--- src/rtl/sb_pkg.sv ---
`timescale 1ns/1ps
package sb_pkg;
  localparam int CFG_ADDR_W = 8;
  localparam int CFG_DATA_W = 32;
  localparam int NUM_SIDES  = 4;
  localparam int SEL_W      = 2;

  typedef enum logic [1:0] {
    SIDE_NORTH = 2'd0,
    SIDE_SOUTH = 2'd1,
    SIDE_EAST  = 2'd2,
    SIDE_WEST  = 2'd3
  } side_e;

  typedef struct packed {
    logic                  routeWe;
    logic                  modeWe;
    logic                  hitRoute;
    logic                  hitMode;
    logic [CFG_ADDR_W-1:0] idx;
  } cfgStrobe_t;
endpackage

--- src/rtl/sb_cfg_decode.sv ---
`timescale 1ns/1ps
module sb_cfg_decode #(
  parameter int NUM_OUT  = 20,
  parameter bit PIPELINE = 1'b1
) (
  input  logic                          cfgWe,
  input  logic [sb_pkg::CFG_ADDR_W-1:0] cfgAddr,
  output sb_pkg::cfgStrobe_t            strobe
);
  localparam logic [sb_pkg::CFG_ADDR_W:0] ROUTE_END = (sb_pkg::CFG_ADDR_W+1)'(NUM_OUT);
  localparam logic [sb_pkg::CFG_ADDR_W:0] MODE_END  = (sb_pkg::CFG_ADDR_W+1)'(2*NUM_OUT);

  logic [sb_pkg::CFG_ADDR_W:0] addrExt;
  logic inRoute, inMode;

  always_comb begin
    addrExt = {1'b0, cfgAddr};
    inRoute = addrExt < ROUTE_END;
    inMode  = PIPELINE && !inRoute && (addrExt < MODE_END);
    strobe.hitRoute = inRoute;
    strobe.hitMode  = inMode;
    strobe.routeWe  = cfgWe && inRoute;
    strobe.modeWe   = cfgWe && inMode;
    strobe.idx      = inMode ? sb_pkg::CFG_ADDR_W'(addrExt - ROUTE_END) : cfgAddr;
  end
endmodule

--- src/rtl/sb_route_path.sv ---
`timescale 1ns/1ps
module sb_route_path #(
  parameter int NUM_TRACKS = 5,
  parameter int DATA_W     = 16,
  parameter bit PIPELINE   = 1'b1
) (
  input  logic                             clk,
  input  logic                             rstN,
  input  sb_pkg::cfgStrobe_t               strobe,
  input  logic [sb_pkg::SEL_W-1:0]         wrVal,
  output logic [sb_pkg::SEL_W-1:0]         rdVal,
  input  logic [4*NUM_TRACKS*DATA_W-1:0]   sbIn,
  output logic [4*NUM_TRACKS*DATA_W-1:0]   sbOut
);
  localparam int NUM_OUT = sb_pkg::NUM_SIDES * NUM_TRACKS;
  localparam int IDX_W   = (NUM_OUT > 1) ? $clog2(NUM_OUT) : 1;

  logic [sb_pkg::SEL_W-1:0] routeSelArr [NUM_OUT];
  logic                     modeSelArr  [NUM_OUT];

  for (genvar o = 0; o < NUM_OUT; o++) begin : g_lane
    localparam int SIDE  = o / NUM_TRACKS;
    localparam int TRK   = o % NUM_TRACKS;
    localparam int SRC0  = ((SIDE > 0) ? 0 : 1) * NUM_TRACKS + TRK;
    localparam int SRC1  = ((SIDE > 1) ? 1 : 2) * NUM_TRACKS + TRK;
    localparam int SRC2  = ((SIDE > 2) ? 2 : 3) * NUM_TRACKS + TRK;

    logic [sb_pkg::SEL_W-1:0] routeSel;
    logic [DATA_W-1:0]        routed;

    always_ff @(posedge clk or negedge rstN) begin
      if (!rstN)
        routeSel <= '0;
      else if (strobe.routeWe && strobe.idx == sb_pkg::CFG_ADDR_W'(o))
        routeSel <= wrVal;
    end
    assign routeSelArr[o] = routeSel;

    always_comb begin
      case (routeSel)
        2'd0:    routed = sbIn[SRC0*DATA_W +: DATA_W];
        2'd1:    routed = sbIn[SRC1*DATA_W +: DATA_W];
        2'd2:    routed = sbIn[SRC2*DATA_W +: DATA_W];
        default: routed = '0;
      endcase
    end

    if (PIPELINE) begin : g_pipe
      logic              modeSel;
      logic [DATA_W-1:0] pipeReg;

      always_ff @(posedge clk or negedge rstN) begin
        if (!rstN)
          modeSel <= 1'b0;
        else if (strobe.modeWe && strobe.idx == sb_pkg::CFG_ADDR_W'(o))
          modeSel <= wrVal[0];
      end

      always_ff @(posedge clk or negedge rstN) begin
        if (!rstN) pipeReg <= '0;
        else       pipeReg <= routed;
      end

      assign modeSelArr[o]               = modeSel;
      assign sbOut[o*DATA_W +: DATA_W]   = modeSel ? pipeReg : routed;
    end else begin : g_direct
      assign modeSelArr[o]               = 1'b0;
      assign sbOut[o*DATA_W +: DATA_W]   = routed;
    end
  end

  always_comb begin
    rdVal = '0;
    if (strobe.hitRoute)
      rdVal = routeSelArr[strobe.idx[IDX_W-1:0]];
    else if (strobe.hitMode)
      rdVal = {1'b0, modeSelArr[strobe.idx[IDX_W-1:0]]};
  end
endmodule

--- src/rtl/sb_disjoint_switch.sv ---
`timescale 1ns/1ps
module sb_disjoint_switch #(
  parameter int NUM_TRACKS = 5,
  parameter int DATA_W     = 16,
  parameter bit PIPELINE   = 1'b1
) (
  input  logic                               clk,
  input  logic                               rstN,
  input  logic                               cfgWe,
  input  logic [sb_pkg::CFG_ADDR_W-1:0]      cfgAddr,
  input  logic [sb_pkg::CFG_DATA_W-1:0]      cfgWdata,
  output logic [sb_pkg::CFG_DATA_W-1:0]      cfgRdata,
  input  logic [4*NUM_TRACKS*DATA_W-1:0]     sbIn,
  output logic [4*NUM_TRACKS*DATA_W-1:0]     sbOut
);
  localparam int NUM_OUT = sb_pkg::NUM_SIDES * NUM_TRACKS;

  sb_pkg::cfgStrobe_t        strobe;
  logic [sb_pkg::SEL_W-1:0]  rdVal;

  sb_cfg_decode #(.NUM_OUT(NUM_OUT), .PIPELINE(PIPELINE)) u_decode (
    .cfgWe  (cfgWe),
    .cfgAddr(cfgAddr),
    .strobe (strobe)
  );

  sb_route_path #(.NUM_TRACKS(NUM_TRACKS), .DATA_W(DATA_W), .PIPELINE(PIPELINE)) u_path (
    .clk   (clk),
    .rstN  (rstN),
    .strobe(strobe),
    .wrVal (cfgWdata[sb_pkg::SEL_W-1:0]),
    .rdVal (rdVal),
    .sbIn  (sbIn),
    .sbOut (sbOut)
  );

  assign cfgRdata = {{(sb_pkg::CFG_DATA_W-sb_pkg::SEL_W){1'b0}}, rdVal};
endmodule

--- config.mk ---
export PLATFORM = sky130hd
export DESIGN_NAME = sb_disjoint_switch
export DESIGN_NICKNAME = d
export VERILOG_FILES = /design/src/rtl/sb_pkg.sv /design/src/rtl/sb_cfg_decode.sv /design/src/rtl/sb_route_path.sv /design/src/rtl/sb_disjoint_switch.sv
export SDC_FILE = /design/constraint.sdc
export NUM_CORES = 1
export LEC_CHECK = 0
export ABC_AREA = 1
export BUFFER_PORTS_ARGS = -buffer_cell sky130_fd_sc_hd__buf_2
export CAP_MARGIN = 25
export CORE_AREA = 2 2 277 279
export DETAILED_ROUTE_END_ITERATION = 10
export DIE_AREA = 0 0 279 281
export PLACE_DENSITY_LB_ADDON = 0.15
export SYNTH_ARGS = -nofsm -noshare
export SYNTH_HDL_FRONTEND = slang
export SYNTH_SLANG_ARGS = --single-unit
--- constraint.sdc ---
create_clock -name clk -period 1.75 [get_ports clk]
set_input_delay 0.175 -clock clk [delete_from_list [all_inputs] [get_ports clk]]
set_output_delay 0.175 -clock clk [all_outputs]
set_load 0.02 [all_outputs]
-- Yosys cells after proc, flatten, opt, wreduce, memory -nomap -nowiden
Index checks and enable logic that the tools add are counted.
Widths: inputs -> output; s select.
- register bits: 380
- bits of input ports: 363
- output and inout bits: 352
- word-level logic and storage cells: 238
- $add $sub $neg: 1
- order comparisons: 3
- eq/ne operators: 59
- mux-type cells: 49
- bitwise operators: 1
- reductions and logical operators: 65
- operators with widths (cell ; number):
    $pmux 16 s3 ; 20
    $mux 16 ; 20
    $eq 8x4->1 const B ; 8
    $logic_and 1x1->1 ; 43
    $eq 2x1->1 const B ; 20
    $eq 2x2->1 const B ; 20
    $logic_not 2->1 ; 20
    $eq 8x3->1 const B ; 4
    $eq 8x5->1 const B ; 4
    $eq 8x2->1 const B ; 2
    $bmux 2 s5 ; 1
    $eq 8x1->1 const B ; 1
    $logic_not 8->1 ; 1
    $lt 8x5->1 const B ; 1
    $lt 8x6->1 const B ; 1
    $mux 8 ; 1
    $sub 8x5->8 const B ; 1
    $ge 6x6->1 const B ; 1
    $mux 2 ; 3
    $not 5->6 ; 1
    $bmux 1 s5 ; 1
    $mux 1 ; 3
    $logic_not 1->1 ; 1

-- Logic depth before layout (Yosys ltp)
- word-level depth: 10
- mapped depth: 16
- gate-level depth less buffers: 15

-- Hierarchy
Synthesis repeated with hierarchy kept, for this count alone.
- cell total of the unflattened synthesis: 2889
- area total of the unflattened synthesis: 21916.0 um^2
- modules (own cells, without submodules) (module ; instances ; cells each ; area each (um^2) ; seq. area each (um^2)):
    sb_route_path ; 1 ; 2814 ; 21444.3 ; 9509.1
    sb_cfg_decode ; 1 ; 44 ; 242.7 ; 0.0
    sb_disjoint_switch ; 1 ; 31 ; 229.0 ; 0.0

-- Worst setup path before layout
Ideal clock, no wire load.
- path kind: input-to-reg
- start point: input port cfgAddr[2] in the netlist's numbering
- end point: register u_path.g_lane[13].routeSel[1] in the netlist's numbering
- setup time: 0.117 ns
- arrival: 1.663 ns
- required time: 1.633 ns
- path slack: -0.030 ns
- cell stages on the path: 16
- path buffers: 2
- cell sequence: inv_1 > ha_1 > inv_1 > nand2_1 > nand2_1 > nand3_2 > buf_4 > nand2_1 > nand2_1 > inv_2 > nand3_4 > buf_6 > nor2_4 > nand2_1 > nand2_1 > nand2_1
- longest elaborated chain between the ends: 6
- elaborated cells between the ends (all ways): 9
- those cells by class: 1 x add/sub; 2 x order compare; 1 x eq/ne; 1 x mux; 4 x reduce/logical
- ends and longest elaborated chain (element ; line ; source):
    from (decl) ; sb_disjoint_switch.sv:10 ; input logic [sb_pkg::CFG_ADDR_W-1:0] cfgAddr,
    $lt 8x5->1 ; sb_cfg_decode.sv:18 ; inRoute = addrExt < ROUTE_END;
    $logic_not 1->1 ; sb_cfg_decode.sv:19 ; inMode = PIPELINE && !inRoute && (addrExt < MODE_END);
    $logic_and 1x1->1 ; sb_cfg_decode.sv:19 ;
    $mux 8 ; sb_cfg_decode.sv:24 ; strobe.idx = inMode ? sb_pkg::CFG_ADDR_W'(addrExt - ROUTE_END) : cfgAddr;
    $eq 8x4->1 ; sb_route_path.sv:34 ; else if (strobe.routeWe && strobe.idx == sb_pkg::CFG_ADDR_W'(o))
    $logic_and 1x1->1 * ; sb_route_path.sv:34 ;
    to (signal assigned) ; sb_route_path.sv:35 ; routeSel <= wrVal;
    to (decl) ; sb_route_path.sv:28 ; logic [sb_pkg::SEL_W-1:0] routeSel;
Mark *: on every way between the ends. The rest lies on a longest branch, timed or not.
A chain may end at the register's enable or synchronous reset.

-- Worst setup path after layout
- start point: register u_path.g_lane[6].routeSel[0] in the netlist's numbering
- end point: output port sbOut[99]
- longest elaborated chain between the ends: 3
- elaborated cells between the ends (all ways): 5
- those cells by class: 2 x eq/ne; 2 x mux; 1 x reduce/logical
- ends and longest elaborated chain (element ; line ; source):
    from (decl) ; sb_route_path.sv:28 ;
    from (signal assigned) ; sb_route_path.sv:35 ;
    $eq 2x2->1, or another cell as far along ; sb_route_path.sv:40 ; case (routeSel)
    $pmux 16 s3 * ; sb_route_path.sv:40 ;
    via u_path.g_lane[6].routed[3] ; sb_route_path.sv:29 ; logic [DATA_W-1:0] routed;
    $mux 16 * ; sb_route_path.sv:65 ; assign sbOut[o*DATA_W +: DATA_W] = modeSel ? pipeReg : routed;
    to (decl) ; sb_disjoint_switch.sv:14 ; output logic [4*NUM_TRACKS*DATA_W-1:0] sbOut
Mark *: on every way through the listed nets, which the timed path passes. The rest lies on a longest branch.

==> impl_metrics.env <==
export IMPL_drv_slew=0
export IMPL_violations="negative setup slack"
export IMPL_vias_per_cell=4.950
export IMPL_min_period_ps=2251
export IMPL_synth_mux_area_share_pct=0
export IMPL_cp_required_ps=1570
export IMPL_die_w_um=279
export IMPL_worst_path_max_delay_cell="dfrtp_1"
export IMPL_start_util_pct=27.84
export IMPL_area_delta_synth_final_pct=92.65
export IMPL_die_h_um=281
export IMPL_fin_skew_ps=28.12
export IMPL_cp_slowest_stage_delay_ps=390
export IMPL_ys_ff_latch=380
export IMPL_synth_main_ff_cell="dfrtp_1"
export IMPL_outcome="finished with violations"
export IMPL_fin_crit_sh_pct=128.7
export IMPL_wl_um=110000
export IMPL_critPathKind="reg2out"
export IMPL_power_density_nw_per_um2=619.6
export IMPL_rsz0062_at_grt="true"
export IMPL_clk_pin_slew_ps=60
export IMPL_yosys_warnings=0
export IMPL_track_usage_pct=25.86
export IMPL_grt_max_degree=62
export IMPL_rows=101
export IMPL_crit_cells=7
export IMPL_peakVddDrop_mv=0.6128
export IMPL_synth_simple_area_share_pct=30.39
export IMPL_overflow=0
export IMPL_cp_max_fo=16
export IMPL_min_path_type="in2reg"
export IMPL_synthAdderAreaFrac_pct=0.05957
export IMPL_antenna_found_initial=10
export IMPL_synth_top_family_by_area="simple AND/OR/NAND/NOR gates"
export IMPL_dr_pass1_iters=6
export IMPL_crit_arrival_ps=2080
export IMPL_drtAntennaViolNets=0
export IMPL_tightestPinTransition_ps=690.4
export IMPL_vias=25873
export IMPL_drt_iter0_drc=1815
export IMPL_htreeDepth=2
export IMPL_cp_end_kind="primary output"
export IMPL_setup_tns_ps=-122690
export IMPL_setup_viol=348
export IMPL_synth_xor_area_share_pct=0
export IMPL_cts_root_buf="clkbuf_16"
export IMPL_layout_setup_ws_ps=-501.4
export IMPL_syn_inst=2882
export IMPL_place_congestion=0.9185
export IMPL_path_cells="inv_2, or2_4, buf_4, o221ai_4, nand2_1, nand2_2, buf_6"
export IMPL_hpwl_um=73030
export IMPL_fmax_mhz=444.2
export IMPL_synth_distinct_cells=30
export IMPL_fin_util_pct=53.63
export IMPL_clkSinkCount=380
export IMPL_grt_pass1_vias=25288
export IMPL_pin_count=715
export IMPL_dp_slack_ps=-487.7
export IMPL_drc_errors=0
export IMPL_synth_compound_area_share_pct=14.94
export IMPL_crit_start="u_path.g_lane[6].routeSel[0]"
export IMPL_fin_nets=4575
export IMPL_startpoint_type="flop"
export IMPL_die_area_sq_um=78400
export IMPL_fillers=6862
export IMPL_hold_viol=0
export IMPL_synthArstFlopShare_pct=100.0
export IMPL_r2r_cells=13
export IMPL_slew_headroom_pct=53.92
export IMPL_cp_top_family="simple AND/OR/NAND/NOR gates"
export IMPL_syn_avg_cell_area_sq_um=7.288
export IMPL_total_leakage_power_nw=19.71
export IMPL_synth_edf_count=0
export IMPL_yosysSeqAreaShare_pct=45.27
export IMPL_cp_num_buf_inv=3
export IMPL_drv_cap=0
export IMPL_r2r_start="u_path.g_lane[12].routeSel[1]"
export IMPL_fin_worst_hold_slack_ps=6.827
export IMPL_core_area_sq_um=75440
export IMPL_timing_rr_end="u_path.g_lane[12].g_pipe.pipeReg[7]"
export IMPL_cts_tree="yes"
export IMPL_drive_above_1_share_pct=43.94
export IMPL_io_buffers=654
export IMPL_syn_area_sq_um=21000
export IMPL_cts_buffers=47
export IMPL_clock_path_buffers=3
export IMPL_grt_pass1_wl_um=155600
export IMPL_routedWlPerCell_um=21.04
export IMPL_clk_latency_ps=590
export IMPL_reg2reg_slack_ps=-440
export IMPL_crit_end="sbOut[99]"
==> logic make-up after synthesis <==
kind of cell / Yosys count
flops: 380
simple gates: 1634
buf+inv: 487
other cells: 1
compound gates: 379
fa+ha+maj: 1
==> where the power goes <==
group          internal, mW  switching (mW)  total, mW  leakage [nW]
clock network          5.87            4.02       9.88         0.751
logic                  2.61            3.29       5.90          14.4
registers              9.17           0.108       9.28          4.56
==> cells in the mapped netlist, types with 5 or more instances <==
| cell type | number | area, sq um |
|---|---|---|
| or2_2 | 18 | 112.6 |
| o22ai_1 | 16 | 100.1 |
| nor2_4 | 11 | 123.9 |
| nor2_1 | 42 | 157.7 |
| buf_4 | 32 | 240.2 |
| clkinv_1 | 13 | 48.80 |
| nand2_1 | 1491 | 5597 |
| dfrtp_1 | 380 | 9509 |
| o221ai_1 | 321 | 2811 |
| clkbuf_1 | 142 | 533.0 |
| buf_1 | 8 | 30.03 |
| nand3_1 | 58 | 290.3 |
| nand2_2 | 5 | 31.28 |
| o21ai_1 | 9 | 45.04 |
| inv_1 | 287 | 1077 |
| o21ai_0 | 25 | 125.1 |
==> through the flow <==
step,cells,power (mW),cell area (sq um)
2_1_floorplan,2911,11.34,21120
3_3_place_gp,4645,13.23,27580
3_5_place_dp,4645,13.22,27580
4_1_cts,5135,24.54,36380
5_1_grt,5224,26.08,40460
6_report,5227,25.07,40460
==> repair_timing <==
action / 4_1_cts / 5_1_grt
setup endpoints to repair: 322 / 415
cloned: 17 / 12
resized for setup: 777 / 716
setup buffers: 63 / 81
pin swaps: 124 / 173
hold endpoints to repair: 688 / 0
hold buffers: 332 / 0
==> layout make-up <==
type | instances | area, sq um | share of cell area [%]
clock inverter | 10 | 140.1 | 0.3463
tap | 978 | 1224 | 3.024
clock buffer | 70 | 1384 | 3.420
sequential | 380 | 9517 | 23.52
multi-input combinational | 2047 | 14170 | 35.03
inverter | 302 | 1136 | 2.808
antenna | 7 | 17.52 | 0.04329
timing repair buffer | 1433 | 12870 | 31.81
==> routing by layer <==
layer | track usage, % | vias up | share of wire, %
met5 | 0 | - | 0.037
met4 | 9.360 | 6 | 4.1
met3 | 3.184 | 276 | 5.4
met2 | 43.87 | 1028 | 49
met1 | 33.82 | 12497 | 41
li1 | - | 12066 | -
==> worst min-delay path: cells and delay by family <==
kind | cells | cell delay [ps]
AOI/OAI and AO/OA | 1 | 210
buffers and inverters | 2 | 160
==> flip-flops by register name, summed over array words and instances (netlist names) <==
signal and count:
u_path.g_lane.routeSel 40, u_path.g_lane.g_pipe.pipeReg 320, u_path.g_lane.g_pipe.modeSel 20
==> cell usage in the layout, fill, tap and decap left out, types with 4 or more instances in the layout <==
cell and n:
o221ai_1 59, buf_6 283, o221ai_4 115, dlygate4sd3_1 332, nor2_4 33, clkbuf_1 12, nand2_1 1163, conb_1 30
buf_4 321, diode_2 7, clkbuf_8 10, inv_2 15, buf_16 4, dfrtp_1 374, clkbuf_16 61, nor2_1 15
buf_8 12, buf_2 401, nand2_2 252, o21ai_1 9, nand2_8 5, o22ai_2 4, nand3_1 55, or2_4 19
nor2_2 9, buf_12 66, clkinv_2 5, o221ai_2 147, inv_1 273, clkinv_1 13, o21ai_2 4, nand2_4 76
o22ai_1 11, o21ai_0 21, dfrtp_2 6
==> how the worst min path moves through the flow <==
| stage | endpoint | cells after the start | slack (ps) | from |
|---|---|---|---|---|
| after floorplan | u_path.g_lane[0].g_pipe.modeSel | 0 | -120 | rstN |
| after global placement | u_path.g_lane[8].g_pipe.pipeReg[6] | 1 | 110 | rstN |
| after detailed placement | u_path.g_lane[8].g_pipe.pipeReg[6] | 1 | 110 | rstN |
| after CTS | u_path.g_lane[16].g_pipe.pipeReg[0] | 3 | 0.07 | sbIn[176] |
| after global routing | u_path.g_lane[7].g_pipe.pipeReg[8] | 3 | 20 | sbIn[280] |
| final | u_path.g_lane[16].g_pipe.pipeReg[0] | 3 | 7 | sbIn[176] |
Note: power is estimated with default switching activity, not from simulation.
